===== src/rtl/systime_pkg.sv =====
package systime_pkg;
  localparam int unsigned CNT_W_DEF   = 34;
  localparam int unsigned VIEW_W_DEF  = 32;
  localparam int unsigned DIV_DEF     = 12;
  localparam int unsigned SEL_W_DEF   = 16;
  localparam int unsigned SEL_LSB_DEF = 2;
  localparam int unsigned SYNC_STAGES_DEF = 2;

  typedef struct packed {
    logic busy;
    logic running;
  } sync_state_t;
endpackage


===== src/rtl/st_lf_edge.sv =====
module st_lf_edge #(
  parameter int unsigned STAGES = 2
) (
  input  logic clk,
  input  logic rst_n,
  input  logic lf_i,
  output logic rise_o
);
  logic [STAGES:0] sh_q, sh_d;

  always_comb begin
    sh_d = {sh_q[STAGES-1:0], lf_i};
  end

  always_ff @(posedge clk or negedge rst_n) begin
    if (!rst_n) sh_q <= '0;
    else        sh_q <= sh_d;
  end

  assign rise_o = sh_q[STAGES-1] & ~sh_q[STAGES];
endmodule


===== src/rtl/st_prescaler.sv =====
module st_prescaler #(
  parameter int unsigned DIV = 12
) (
  input  logic clk,
  input  logic rst_n,
  input  logic run_en_i,
  input  logic phase_clr_i,
  output logic tick_o
);
  localparam int unsigned PH_W = (DIV > 1) ? $clog2(DIV) : 1;
  localparam logic [PH_W-1:0] PH_LAST = PH_W'(DIV - 1);

  logic [PH_W-1:0] ph_q, ph_d;
  logic            tick;

  always_comb begin
    ph_d = ph_q;
    tick = 1'b0;
    if (phase_clr_i) begin
      ph_d = '0;
    end else if (run_en_i) begin
      if (ph_q == PH_LAST) begin
        ph_d = '0;
        tick = 1'b1;
      end else begin
        ph_d = ph_q + PH_W'(1);
      end
    end
  end

  always_ff @(posedge clk or negedge rst_n) begin
    if (!rst_n) ph_q <= '0;
    else        ph_q <= ph_d;
  end

  assign tick_o = tick;
endmodule


===== src/rtl/st_bit_fwd.sv =====
module st_bit_fwd #(
  parameter int unsigned SEL_W = 16
) (
  input  logic [SEL_W-1:0] sel_i,
  input  logic [SEL_W-1:0] win_i,
  output logic             fwd_o
);
  logic [SEL_W-1:0] hit;

  for (genvar i = 0; i < SEL_W; i++) begin : g_hit
    assign hit[i] = sel_i[i] & win_i[i];
  end

  assign fwd_o = |hit;
endmodule


===== src/rtl/systime_counter.sv =====
module systime_counter
  import systime_pkg::*;
#(
  parameter int unsigned CNT_W       = CNT_W_DEF,
  parameter int unsigned VIEW_W      = VIEW_W_DEF,
  parameter int unsigned DIV         = DIV_DEF,
  parameter int unsigned SEL_W       = SEL_W_DEF,
  parameter int unsigned SEL_LSB     = SEL_LSB_DEF,
  parameter int unsigned SYNC_STAGES = SYNC_STAGES_DEF,
  parameter logic [CNT_W-1:0] CNT_INIT = '0
) (
  input  logic               clk,
  input  logic               rst_n,
  input  logic               core_halted_i,
  input  logic               lf_tick_i,
  input  logic               halt_wr_i,
  input  logic               halt_wdata_i,
  input  logic               bitsel_wr_i,
  input  logic [SEL_W-1:0]   bitsel_wdata_i,
  input  logic               sync_wr_i,
  output logic [VIEW_W-1:0]  fine_time_o,
  output logic [VIEW_W-1:0]  coarse_time_o,
  output logic               ovf_pulse_o,
  output logic               fwd_bit_o,
  output logic               sync_busy_o,
  output logic               running_o
);
  localparam int unsigned COARSE_SHIFT = CNT_W - VIEW_W;

  logic             halt_q, halt_d;
  logic [SEL_W-1:0] sel_q, sel_d;
  sync_state_t      st_q, st_d;
  logic [CNT_W-1:0] cnt_q, cnt_d;
  logic             ovf_q, ovf_d;

  logic lf_rise, sync_hit, freeze, cnt_en, tick;

  st_lf_edge #(.STAGES(SYNC_STAGES)) u_lf_edge (
    .clk    (clk),
    .rst_n  (rst_n),
    .lf_i   (lf_tick_i),
    .rise_o (lf_rise)
  );

  assign freeze   = halt_q & core_halted_i;
  assign sync_hit = lf_rise & st_q.busy;
  assign cnt_en   = st_q.running & ~freeze;

  st_prescaler #(.DIV(DIV)) u_presc (
    .clk         (clk),
    .rst_n       (rst_n),
    .run_en_i    (cnt_en),
    .phase_clr_i (sync_hit),
    .tick_o      (tick)
  );

  st_bit_fwd #(.SEL_W(SEL_W)) u_fwd (
    .sel_i (sel_q),
    .win_i (cnt_q[SEL_LSB +: SEL_W]),
    .fwd_o (fwd_bit_o)
  );

  always_comb begin
    halt_d = halt_wr_i   ? halt_wdata_i   : halt_q;
    sel_d  = bitsel_wr_i ? bitsel_wdata_i : sel_q;

    st_d = st_q;
    if (sync_wr_i)     st_d.busy = 1'b1;
    else if (sync_hit) st_d.busy = 1'b0;
    if (sync_hit)      st_d.running = 1'b1;

    cnt_d = tick ? (cnt_q + CNT_W'(1)) : cnt_q;
    ovf_d = tick & (&cnt_q);
  end

  always_ff @(posedge clk or negedge rst_n) begin
    if (!rst_n) begin
      halt_q <= 1'b0;
      sel_q  <= '0;
      st_q   <= '{busy: 1'b1, running: 1'b0};
      cnt_q  <= CNT_INIT;
      ovf_q  <= 1'b0;
    end else begin
      halt_q <= halt_d;
      sel_q  <= sel_d;
      st_q   <= st_d;
      cnt_q  <= cnt_d;
      ovf_q  <= ovf_d;
    end
  end

  assign fine_time_o   = cnt_q[VIEW_W-1:0];
  assign coarse_time_o = cnt_q[COARSE_SHIFT +: VIEW_W];
  assign ovf_pulse_o   = ovf_q;
  assign sync_busy_o   = st_q.busy;
  assign running_o     = st_q.running;
endmodule


===== config.mk =====
export PLATFORM = sky130hd
export DESIGN_NAME = systime_counter
export DESIGN_NICKNAME = d
export VERILOG_FILES = /design/src/rtl/systime_pkg.sv /design/src/rtl/st_lf_edge.sv /design/src/rtl/st_prescaler.sv /design/src/rtl/st_bit_fwd.sv /design/src/rtl/systime_counter.sv
export SDC_FILE = /design/constraint.sdc
export NUM_CORES = 1
export LEC_CHECK = 0
export BUFFER_PORTS_ARGS = -buffer_cell sky130_fd_sc_hd__buf_4
export CELL_PAD_IN_SITES_DETAIL_PLACEMENT = 0
export CELL_PAD_IN_SITES_GLOBAL_PLACEMENT = 1
export CORE_MARGIN = 2
export CORE_UTILIZATION = 39
export DETAILED_ROUTE_END_ITERATION = 7
export GPL_TIMING_DRIVEN = 0
export PLACE_DENSITY_LB_ADDON = 0.1
export SLEW_MARGIN = 20
export SYNTH_ARGS = -nofsm -noshare
export SYNTH_HDL_FRONTEND = slang
export SYNTH_HIERARCHICAL = 1
export SYNTH_SLANG_ARGS = --single-unit

===== constraint.sdc =====
create_clock -name clk -period 2.8 [get_ports clk]
set_input_delay 0.14 -clock clk [delete_from_list [all_inputs] [get_ports clk]]
set_output_delay 0.14 -clock clk [all_outputs]
set_load 0.05 [all_outputs]

## After elaboration in Yosys (flattened, before gate mapping)

Index checks and enable logic that the tools add are counted.

- $add $sub $neg: 2
- Equality and inequality tests: 1
- Mux-type cells: 8
- Bitwise gates (word level): 23
- Reductions and logical operators: 4

Operators by type and width:

| operator | number |
|---|---|
| $add 34x1->34 const B | 1 |
| $reduce_and 34->1 | 1 |
| $and 1x1->1 | 21 |
| $reduce_or 16->1 | 1 |
| $mux 4 | 3 |
| $mux 1 | 5 |
| $add 4x1->4 const B | 1 |
| $eq 4x4->1 const B | 1 |
| $reduce_bool 2->1 | 2 |
| $not 1->1 | 2 |

- Flip-flop bits (word level): 61
- Input bits: 24
- Output and inout bits: 68
- Word-level logic and storage cells: 46

## Logic depth before layout (Yosys ltp)

Gate-level depths: netlist (run 1).

- Depth in word-level cells: 6
- Gate-level depth with buffers: 8
- Depth with buffers taken out: 8

## Cells and area by module

Netlist (run 1), hierarchy kept.

By module, submodules not included:

| module | instances | cells an instance | area an instance (µm²) |
|---|---|---|---|
| systime_counter | 1 | 206 | 2,497.4 |
| st_prescaler | 1 | 22 | 225.2 |
| st_bit_fwd | 1 | 9 | 101.3 |
| st_lf_edge | 1 | 4 | 88.8 |

## Worst setup path before layout (run 1)

OpenSTA, ideal clock, no wires.

- Kind: flip-flop to flip-flop
- Start point: register st_q, in the netlist running_o
- End point: register cnt_q[25]
- Library setup time: 0.143 ns
- Data arrival time: 2.748 ns
- Required time: 2.657 ns
- Slack: -0.091 ns
- Cell stages (with the launch flop): 9
- Path through: dfrtp_1 -> a21boi_0 -> nand2_1 -> nor4b_2 -> nand4_1 -> nor4_4 -> and2_1 -> nand3_1 -> xnor2_1

- Word-level cells in the longest chain between the ends: 3

Ends and longest elaborated chain:

| what | RTL line | RTL |
|---|---|---|
| from (decl) | systime_counter.sv:32 | `sync_state_t st_q, st_d;` |
| from (signal assigned) | systime_counter.sv:80 | `st_q <= '{busy: 1'b1, running: 1'b0};` |
| from (signal assigned) | systime_counter.sv:86 | `st_q <= st_d;` |
| $and 1x1->1 | systime_counter.sv:47 | `assign cnt_en = st_q.running & ~freeze;` |
| net cnt_en | systime_counter.sv:36 | `logic lf_rise, sync_hit, freeze, cnt_en, tick;` |
| $mux 1 | st_prescaler.sv:21 | `end else if (run_en_i) begin` |
| $mux 1 | st_prescaler.sv:19 | `if (phase_clr_i) begin` |
| net tick | systime_counter.sv:36 |  |
| to (signal assigned) | systime_counter.sv:87 | `cnt_q <= cnt_d;` |
| to (decl) | systime_counter.sv:33 | `logic [CNT_W-1:0] cnt_q, cnt_d;` |

The timed path passes the listed nets, and every way through them passes these cells.
A chain may end at the register's enable or synchronous reset.

## Worst setup path in the final report (run 1)

- Start point: register u_lf_edge.sh_q[1]
- End point: register cnt_q[33]

- Word-level cells in the longest chain between the ends: 3

Ends and longest elaborated chain:

| what | RTL line | RTL |
|---|---|---|
| from (decl) | st_lf_edge.sv:9 | `logic [STAGES:0] sh_q, sh_d;` |
| from (signal assigned) | st_lf_edge.sv:16 | `if (!rst_n) sh_q <= '0;` |
| from (signal assigned) | st_lf_edge.sv:17 | `else sh_q <= sh_d;` |
| $and 1x1->1 | st_lf_edge.sv:20 | `assign rise_o = sh_q[STAGES-1] & ~sh_q[STAGES];` |
| net lf_rise | systime_counter.sv:36 |  |
| $and 1x1->1 | systime_counter.sv:46 | `assign sync_hit = lf_rise & st_q.busy;` |
| net sync_hit | systime_counter.sv:36 |  |
| $mux 1 | st_prescaler.sv:19 |  |
| net tick | systime_counter.sv:36 |  |

The timed path passes the listed nets, and every way through them passes these cells.

==> out/summary.txt, run 1 <==
OUTCOME
-----------------------------------------------------------------------------------------------------------------
Result of the run                                                                                       completed

TIMING
-----------------------------------------------------------------------------------------------------------------
Maximum frequency from static timing analysis                                                             404 MHz
Ratio of final minimum period to clock period                                                               0.884
Time the worst path needs with I/O delays and setup                                                       2.48 ns
Setup skew after layout                                                                                0.00766 ns
Worst max-slew margin expressed relative to the limit                                                       0.498
Worst hold-check slack                                                                                  0.0273 ns
Transition at the pin with the smallest max-transition slack                                             0.753 ns
Final Hold Vio Count                                                                                            0
Setup violators final                                                                                           0
Sum of negative setup slack                                                                                  0 ns
Max-slew violation count                                                                                        0
RSZ-0062 raised after global routing                                                                           no

GLOBAL ROUTE
-----------------------------------------------------------------------------------------------------------------
Routing usage on met3                                                                                      0.0534
GR Util met2                                                                                                0.247
Busiest layer in global routing                                                                              met2
Aggregate global-route resource usage                                                                       0.164
Maximum number of pins on one net before global-route repair                                                   62
Via count of the first global-routing pass                                                                   2069
M1 GR Usage                                                                                                 0.222
Initial antenna violation count                                                                                 0
Global-route wire length before repair                                                                   10400 um
Global route total overflow                                                                                     0

ROUTING
-----------------------------------------------------------------------------------------------------------------
DRC violation count after routing                                                                               0
DRT Pass-1 Iters                                                                                                4
Starting DRT DRC Count                                                                                         82
Post-detailed-route via-to-cell ratio                                                                        4.63
Antenna violation net count after detailed routing                                                              0
Drt total wl                                                                                              6210 um
Routed wire per std cell                                                                                  13.7 um
Vias post-DR                                                                                                 2100

PLACED DESIGN
-----------------------------------------------------------------------------------------------------------------
Dpl hpwl                                                                                                  4420 um
Port Buf Inserts                                                                                               90
Last weighted congestion value of the routability-driven placer                                             0.747

SYNTHESIS
-----------------------------------------------------------------------------------------------------------------
Leading cell types by total area after synthesis                                                     dfrtp_1 52%, buf_4 8.0%, xnor2_1 7.8%
Count of cell types in the netlist                                                                             37
Arithmetic-cell share of the synthesized area counting full adders, half adders and majority gates        0.00859
Share of synthesized registers carrying an async set or reset                                                1.00
Cell taking the most area after synthesis                                                                 dfrtp_1
Gate Count Post-Synth                                                                                         241
Combinational family with the most area after synthesis                                              simple AND/OR/NAND/NOR gates
Prevailing post-synth register cell                                                                       dfrtp_1
Portion of netlist area occupied by mux cells                                                              0.0765
Net count after synthesis                                                                                     267
Avg Inst Size Synth                                                                                     12.1 um^2
Sequential area share after synthesis                                                                       0.524
Flip-flop and latch count after synthesis                                                                      61
Number of enable flip-flop cells after synthesis                                                                0
Compound-Gate Fraction of Synth Area                                                                       0.0473
Synth Cell Area                                                                                         2910 um^2
Simple-Gate Fraction of Synth Area                                                                          0.154
Post-Synth XOR/XNOR Area                                                                                    0.102
Yosys top cell area share                                                                                   0.515
Yosys synthesis warning count                                                                                   6

FLOORPLANNING
-----------------------------------------------------------------------------------------------------------------
Overall die area                                                                                        8180 um^2
Io pins                                                                                                        92
Area of the core region                                                                                 7250 um^2
DIE HEIGHT                                                                                                90.4 um
Die Wd                                                                                                    90.4 um
Starting utilization of the core area                                                                       0.402
Number of placement rows                                                                                       31

CLOCK NETWORK
-----------------------------------------------------------------------------------------------------------------
H-tree Lvls                                                                                                     3
CTS clock-pin slew for the worst setup and hold paths                                                     0.07 ns
TritonCTS clock tree                                                                                          yes
Clk root buf                                                                                             clkbuf_8
Maximum number of buffers from clock root to sink                                                               2
Worst skew pair latency                                                                                   0.34 ns
Number of buffers added by the clock tree synthesis step                                                        9
# clock sinks                                                                                                  61

LAYOUT
-----------------------------------------------------------------------------------------------------------------
FILL cells                                                                                                    663
Area growth from synthesis to layout                                                                        37.9%
Final-stage net count                                                                                         376
Share of post-route cells with drive strength above 1                                                       0.496
Util after Layout                                                                                           0.554
Antenna diodes                                                                                                  0

PWR
-----------------------------------------------------------------------------------------------------------------
Peak VDD IR                                                                                            0.000267 V
Switching part of the total power                                                                           0.244
PwrDens                                                                                               514 nW/um^2
Clk network pwr share                                                                                       0.424
Design internal power                                                                                     1560 uW
Switching Power                                                                                            505 uW
Sequential Power Share                                                                                      0.482
Comb pwr share                                                                                              0.094
Static leakage power                                                                                   0.00202 uW

CRITICAL PATH
-----------------------------------------------------------------------------------------------------------------
Data required time at the worst endpoint                                                                  3.07 ns
Reg2Reg Setup Slack                                                                                       0.32 ns
CP endpoint kind                                                                                             flop
Startpoint Class                                                                                             flop
Critical path arrival                                                                                     2.74 ns
CP Max Fanout                                                                                                   6
Worst setup path class                                                                               flop to flop

RUN
-----------------------------------------------------------------------------------------------------------------
Max-cap violation count                                                                                         0

WORST HOLD PATH
-----------------------------------------------------------------------------------------------------------------
Classification of the worst-slack hold path                                                          input pin to flop

[cells by family after synthesis]
family / after synthesis
buffers and inverters: 37
flip-flops: 61
multiplexers: 20
AND/OR/NAND/NOR: 73
adder cells (fa/ha/maj): 2
XOR/XNOR: 33
AO/OA/AOI/OAI: 15
[power by group through the flow]
stage	clock network (uW)	logic, uW	registers (uW)
floorplan	0	97.7	1020
finish	876	194	995
CTS	898	197	993
detailed placement	0	189	1010
global route	941	216	1000
global placement	0	185	1000
[metrics by stage]
step	setup WS (ns)	power (uW)	instance area, um^2	std cells
finish	0.324	2070	4020	454
global route	0.0610	2160	4020	454
CTS	0.0373	2090	3990	451
detailed placement	-0.132	1200	3710	430
global placement	-0.116	1190	3710	430
floorplan	0.0320	1120	2910	241
[cells in the final DEF, fill, tap and decap left out, types with 2 or more instances in the layout]
cell type	synthesis	layout
buf_4	31	126
dfrtp_1	60	60
xnor2_1	26	26
mux2_2	18	18
nand2_1	15	15
nand4_1	13	13
nand3_1	10	10
nor2_1	10	10
clkbuf_8	0	10
and3_1	6	6
xor2_1	6	6
inv_1	4	4
and2_1	4	4
a22o_1	4	4
a221oi_2	4	4
dlygate4sd3_1	0	3
and4_4	2	2
clkbuf_1	2	2
ha_1	2	2
clkinv_2	0	2
bufinv_16	0	2
a21oi_1	2	2
mux2i_1	2	2
nand3b_1	2	2
[sequential cells by signal, summed over array words and instances, names as in the netlist]
signal          count
u_presc/ph_q        4
u_lf_edge/sh_q      3
running_o           1
sel_q              16
ovf_pulse_o         1
sync_busy_o         1
cnt_q              34
halt_q              1
[worst max-delay path, cell delays in order, from the launching register on]
cell and delay, ns:
dfrtp_1 0.39, nor2b_4 0.13, and2_1 0.24, nor4b_4 0.40, nand4_1 0.28, nor4_4 0.43, buf_4 0.19, nand4_1 0.09
nor2_1 0.14, xnor2_1 0.13
[Yosys cell counts (all sizes together), types with 3 or more instances]
| library cell | number |
|---|---|
| nand4 | 13 |
| nand3 | 11 |
| and2 | 5 |
| xor2 | 7 |
| mux2 | 18 |
| inv | 4 |
| xnor2 | 26 |
| a221oi | 4 |
| a22o | 4 |
| dfrtp | 60 |
| nand2 | 15 |
| and4 | 3 |
| nor2 | 10 |
| buf | 31 |
| and3 | 6 |
[metal layers]
layer	wire, um	share of wire	vias to the layer above
li1	-	-	1032
met5	0	0	-
met2	2830	0.46	65
met3	415	0.067	6
met4	76	0.012	0
met1	2880	0.46	997
[repair_timing]
item | in CTS | in global routing
hold endpoints to repair | 62 | 0
gates resized for setup | 1 | 1
cloned | 0 | 0
endpoints found under the setup margin | 10 | 21
hold buffers | 3 | 0
pin swaps | 1 | 2
setup buffers | 2 | 3
[path summary, 6_finish.rpt]
check                      depth (start not counted)                          end                        start
min in group asynchronous                          2  u_presc/ph_q[1]$_DFFE_PN0P_                        rst_n
hold / removal                                     2         sel_q[2]$_DFFE_PN0P_            bitsel_wdata_i[2]
hold reg to reg                                    0  u_lf_edge/sh_q[1]$_DFF_PN0_  u_lf_edge/sh_q[0]$_DFF_PN0_
setup / recovery                                   9        cnt_q[33]$_DFFE_PN0P_  u_lf_edge/sh_q[1]$_DFF_PN0_
setup reg to reg                                   9        cnt_q[33]$_DFFE_PN0P_  u_lf_edge/sh_q[1]$_DFF_PN0_
max in group asynchronous                          2        sel_q[12]$_DFFE_PN0P_                        rst_n
[layout make-up]
| cell class | instances | area [um^2] | area share |
|---|---|---|---|
| Buffer | 33 | 240 | 0.0598 |
| Clock buffer | 10 | 138 | 0.0343 |
| Clock inverter | 6 | 86.3 | 0.0215 |
| Inverter | 4 | 15.0 | 0.00374 |
| Multi-Input combinational cell | 143 | 1140 | 0.284 |
| Sequential cell | 61 | 1530 | 0.380 |
| Tap cell | 99 | 124 | 0.0308 |
| Timing Repair Buffer | 98 | 743 | 0.185 |
Power figures use the tool's default switching activity.
==> run 2, diff against run 1 <==
--- a/config.mk
+++ b/config.mk
@@ -6,10 +6,10 @@
 export NUM_CORES = 1
 export LEC_CHECK = 0
 export BUFFER_PORTS_ARGS = -buffer_cell sky130_fd_sc_hd__buf_4
-export CELL_PAD_IN_SITES_DETAIL_PLACEMENT = 0
-export CELL_PAD_IN_SITES_GLOBAL_PLACEMENT = 1
+export CELL_PAD_IN_SITES_DETAIL_PLACEMENT = 2
+export CELL_PAD_IN_SITES_GLOBAL_PLACEMENT = 2
 export CORE_MARGIN = 2
-export CORE_UTILIZATION = 39
+export CORE_UTILIZATION = 32
 export DETAILED_ROUTE_END_ITERATION = 7
 export GPL_TIMING_DRIVEN = 0
 export PLACE_DENSITY_LB_ADDON = 0.1
==> out/summary.txt, run 2 (synthesis gave the netlist of run 1 again) <==
CRITICAL PATH
------------------------------------------------------------------------------
Reg2Reg Setup Slack                                                    0.20 ns   -0.13 ns
Beginning of the worst register-to-register path                  halt_q$_DFFE_PN0P_
Critical path arrival                                                  2.86 ns   +0.12 ns
Data required time at the worst endpoint                               3.06 ns   about the same
Capture instance of the worst register-to-register path           cnt_q[33]$_DFFE_PN0P_
CP endpoint kind                                                          flop
CP Max Fanout                                                                6   unchanged
Depth of the worst register-to-register path                                 9   unchanged
Startpoint Class                                                          flop
Worst setup path class                                            flop to flop

PLACED DESIGN
------------------------------------------------------------------------------
Dpl hpwl                                                               5500 um   +24%
Port Buf Inserts                                                            90   unchanged
Last weighted congestion value of the routability-driven placer          0.717   -4.0%

TIMING
------------------------------------------------------------------------------
Sum of negative setup slack                                               0 ns   unchanged
Final Hold Vio Count                                                         0   unchanged
Max-slew violation count                                                     0   unchanged
Worst max-slew margin expressed relative to the limit                    0.463   -0.0352
Setup violators final                                                        0   unchanged
Setup skew after layout                                             0.00642 ns   -0.00124 ns
Ratio of final minimum period to clock period                            0.930   +0.0452
Maximum frequency from static timing analysis                          384 MHz   -4.9%
Time the worst path needs with I/O delays and setup                    2.60 ns   +0.126 ns
Transition at the pin with the smallest max-transition slack          0.806 ns   +0.0528 ns

LAYOUT
------------------------------------------------------------------------------
Share of post-route cells with drive strength above 1                    0.497   +0.00142
Commonest non-fill, non-tap cell in the layout                           buf_4
Antenna diodes                                                               0   unchanged
Util after Layout                                                        0.463   -0.0910
Register area                                                        1530 um^2   unchanged
Area growth from synthesis to layout                                     39.2%
Largest regs                                                      cnt_q: 34 flops, sel_q: 16 flops, u_presc/ph_q: 4 flops
Multi-input gate area in the final layout                            1140 um^2   unchanged
FILL cells                                                                 927   +40%
Commonest cells after routing, fill and taps aside                127 x buf_4, 60 x dfrtp_1, 26 x xnor2_1
Most flops, register                                                     cnt_q
Flip-flop count of the largest register after layout                        34   unchanged
Final-stage net count                                                      377   +0.27%

ROUTING
------------------------------------------------------------------------------
DRC violation count after routing                                            0   unchanged
Routed wire per std cell                                               16.8 um   +23%
DRT Pass-1 Iters                                                             4   unchanged
Drt total wl                                                           7810 um   +26%
Antenna violation net count after detailed routing                           0   unchanged
Post-detailed-route via-to-cell ratio                                     4.78   +3.2%
Vias post-DR                                                              2216   +5.5%
Starting DRT DRC Count                                                      48   -41%

GLOBAL ROUTE
------------------------------------------------------------------------------
Aggregate global-route resource usage                                    0.168   +0.00324
Via count of the first global-routing pass                                2451   +18%
Global route total overflow                                                  0   unchanged
Initial antenna violation count                                              0   unchanged
Global-route wire length before repair                                12800 um   +24%
Maximum number of pins on one net before global-route repair                62   unchanged

CLOCK NETWORK
------------------------------------------------------------------------------
# clock sinks                                                               61   unchanged
H-tree Lvls                                                                  3   unchanged
Number of buffers added by the clock tree synthesis step                     9   unchanged
CTS clock-pin slew for the worst setup and hold paths                  0.07 ns   about the same
Clk root buf                                                          clkbuf_8
Worst skew pair latency                                                0.33 ns   about the same
Maximum number of buffers from clock root to sink                            2   unchanged
TritonCTS clock tree                                                       yes

PWR
------------------------------------------------------------------------------
Overall power of the completed layout                                  2140 uW   +3.7%
PwrDens                                                            528 nW/um^2   +2.7%
Peak VDD IR                                                         0.000243 V   -9.1%
Static leakage power                                                0.00204 uW   +0.80%

WORST HOLD PATH
------------------------------------------------------------------------------
Classification of the worst-slack hold path                       input pin to flop
Hold Path Sink                                                    sel_q[11]$_DFFE_PN0P_
Worst Hold Depth                                                             2   unchanged
Hold_sp                                                           bitsel_wdata_i[11]

RUN
------------------------------------------------------------------------------
Max-cap violation count                                                      0   unchanged

FLOORPLANNING
------------------------------------------------------------------------------
Overall die area                                                     9880 um^2   +21%
DIE HEIGHT                                                             99.4 um   +9.9%
Die Wd                                                                 99.4 um   +9.9%
Starting utilization of the core area                                    0.332   -0.0692
Io pins                                                                     92   unchanged
Number of placement rows                                                    34   +9.7%
Area of the core region                                              8760 um^2   +21%

OUTCOME
------------------------------------------------------------------------------
Result of the run                                                    completed

run 2: layout make-up:
| type | instances | share of cell area |
|---|---|---|
| clock buffer | 13 | 0.0441 |
| buffer | 33 | 0.0592 |
| tap | 108 | 0.0333 |
| timing repair buffer | 99 | 0.185 |
| sequential | 61 | 0.377 |
| clock inverter | 3 | 0.0160 |
| inverter | 4 | 0.00370 |
| multi-input combinational | 143 | 0.282 |
run 2: per-stage QoR:
stage	setup WS, ns	hold WS [ns]	cells	instance area (um^2)
floorplan	0.0320	-0.156	241	2910
global placement	-0.151	0.251	439	3720
detailed placement	-0.224	0.252	439	3720
CTS	0.111	0.0227	462	4040
global route	-0.00970	0.0230	464	4060
finish	0.197	0.0416	464	4060
run 2: worst max path at each step:
stage / startpoint / endpoint / cells past startpoint
after floorplan: running_o$_DFFE_PN0P_ / cnt_q[25]$_DFFE_PN0P_ / 8
after global placement: running_o$_DFFE_PN0P_ / cnt_q[25]$_DFFE_PN0P_ / 8
after detailed placement: running_o$_DFFE_PN0P_ / cnt_q[21]$_DFFE_PN0P_ / 8
after CTS: running_o$_DFFE_PN0P_ / cnt_q[33]$_DFFE_PN0P_ / 9
after global routing: running_o$_DFFE_PN0P_ / cnt_q[33]$_DFFE_PN0P_ / 9
final: halt_q$_DFFE_PN0P_ / cnt_q[33]$_DFFE_PN0P_ / 9
run 2: timing repair:
action	CTS	global route
pin swaps	2	2
endpoints found under the hold margin	62	0
hold buffers	3	0
resized for setup	2	0
buffers inserted	4	2
endpoints found under the setup margin	18	10
run 2: where the power goes:
| part | internal (uW) | total, uW | switching [uW] |
|---|---|---|---|
| clock | 598 | 950 | 353 |
| sequential | 938 | 994 | 55.7 |
| combinational | 98.8 | 197 | 98.6 |
run 2: metal layers:
metal | vias up | global-route usage | wire (um)
li1 | 1030 | - | -
met1 | 1122 | 0.206 | 3310
met2 | 58 | 0.293 | 4070
met3 | 6 | 0.0330 | 358
met4 | 0 | 0.0601 | 69
met5 | - | 0 | 0
run 2: worst max-delay path, cell delays in order, from the launching register on:
cell and delay (ns):
dfrtp_1 0.39, a21boi_2 0.28, nand2_1 0.18, nor4b_4 0.43, nand4_1 0.26, nor4_4 0.41, buf_4 0.19, nand4_1 0.11
nor2_1 0.16, xnor2_1 0.13
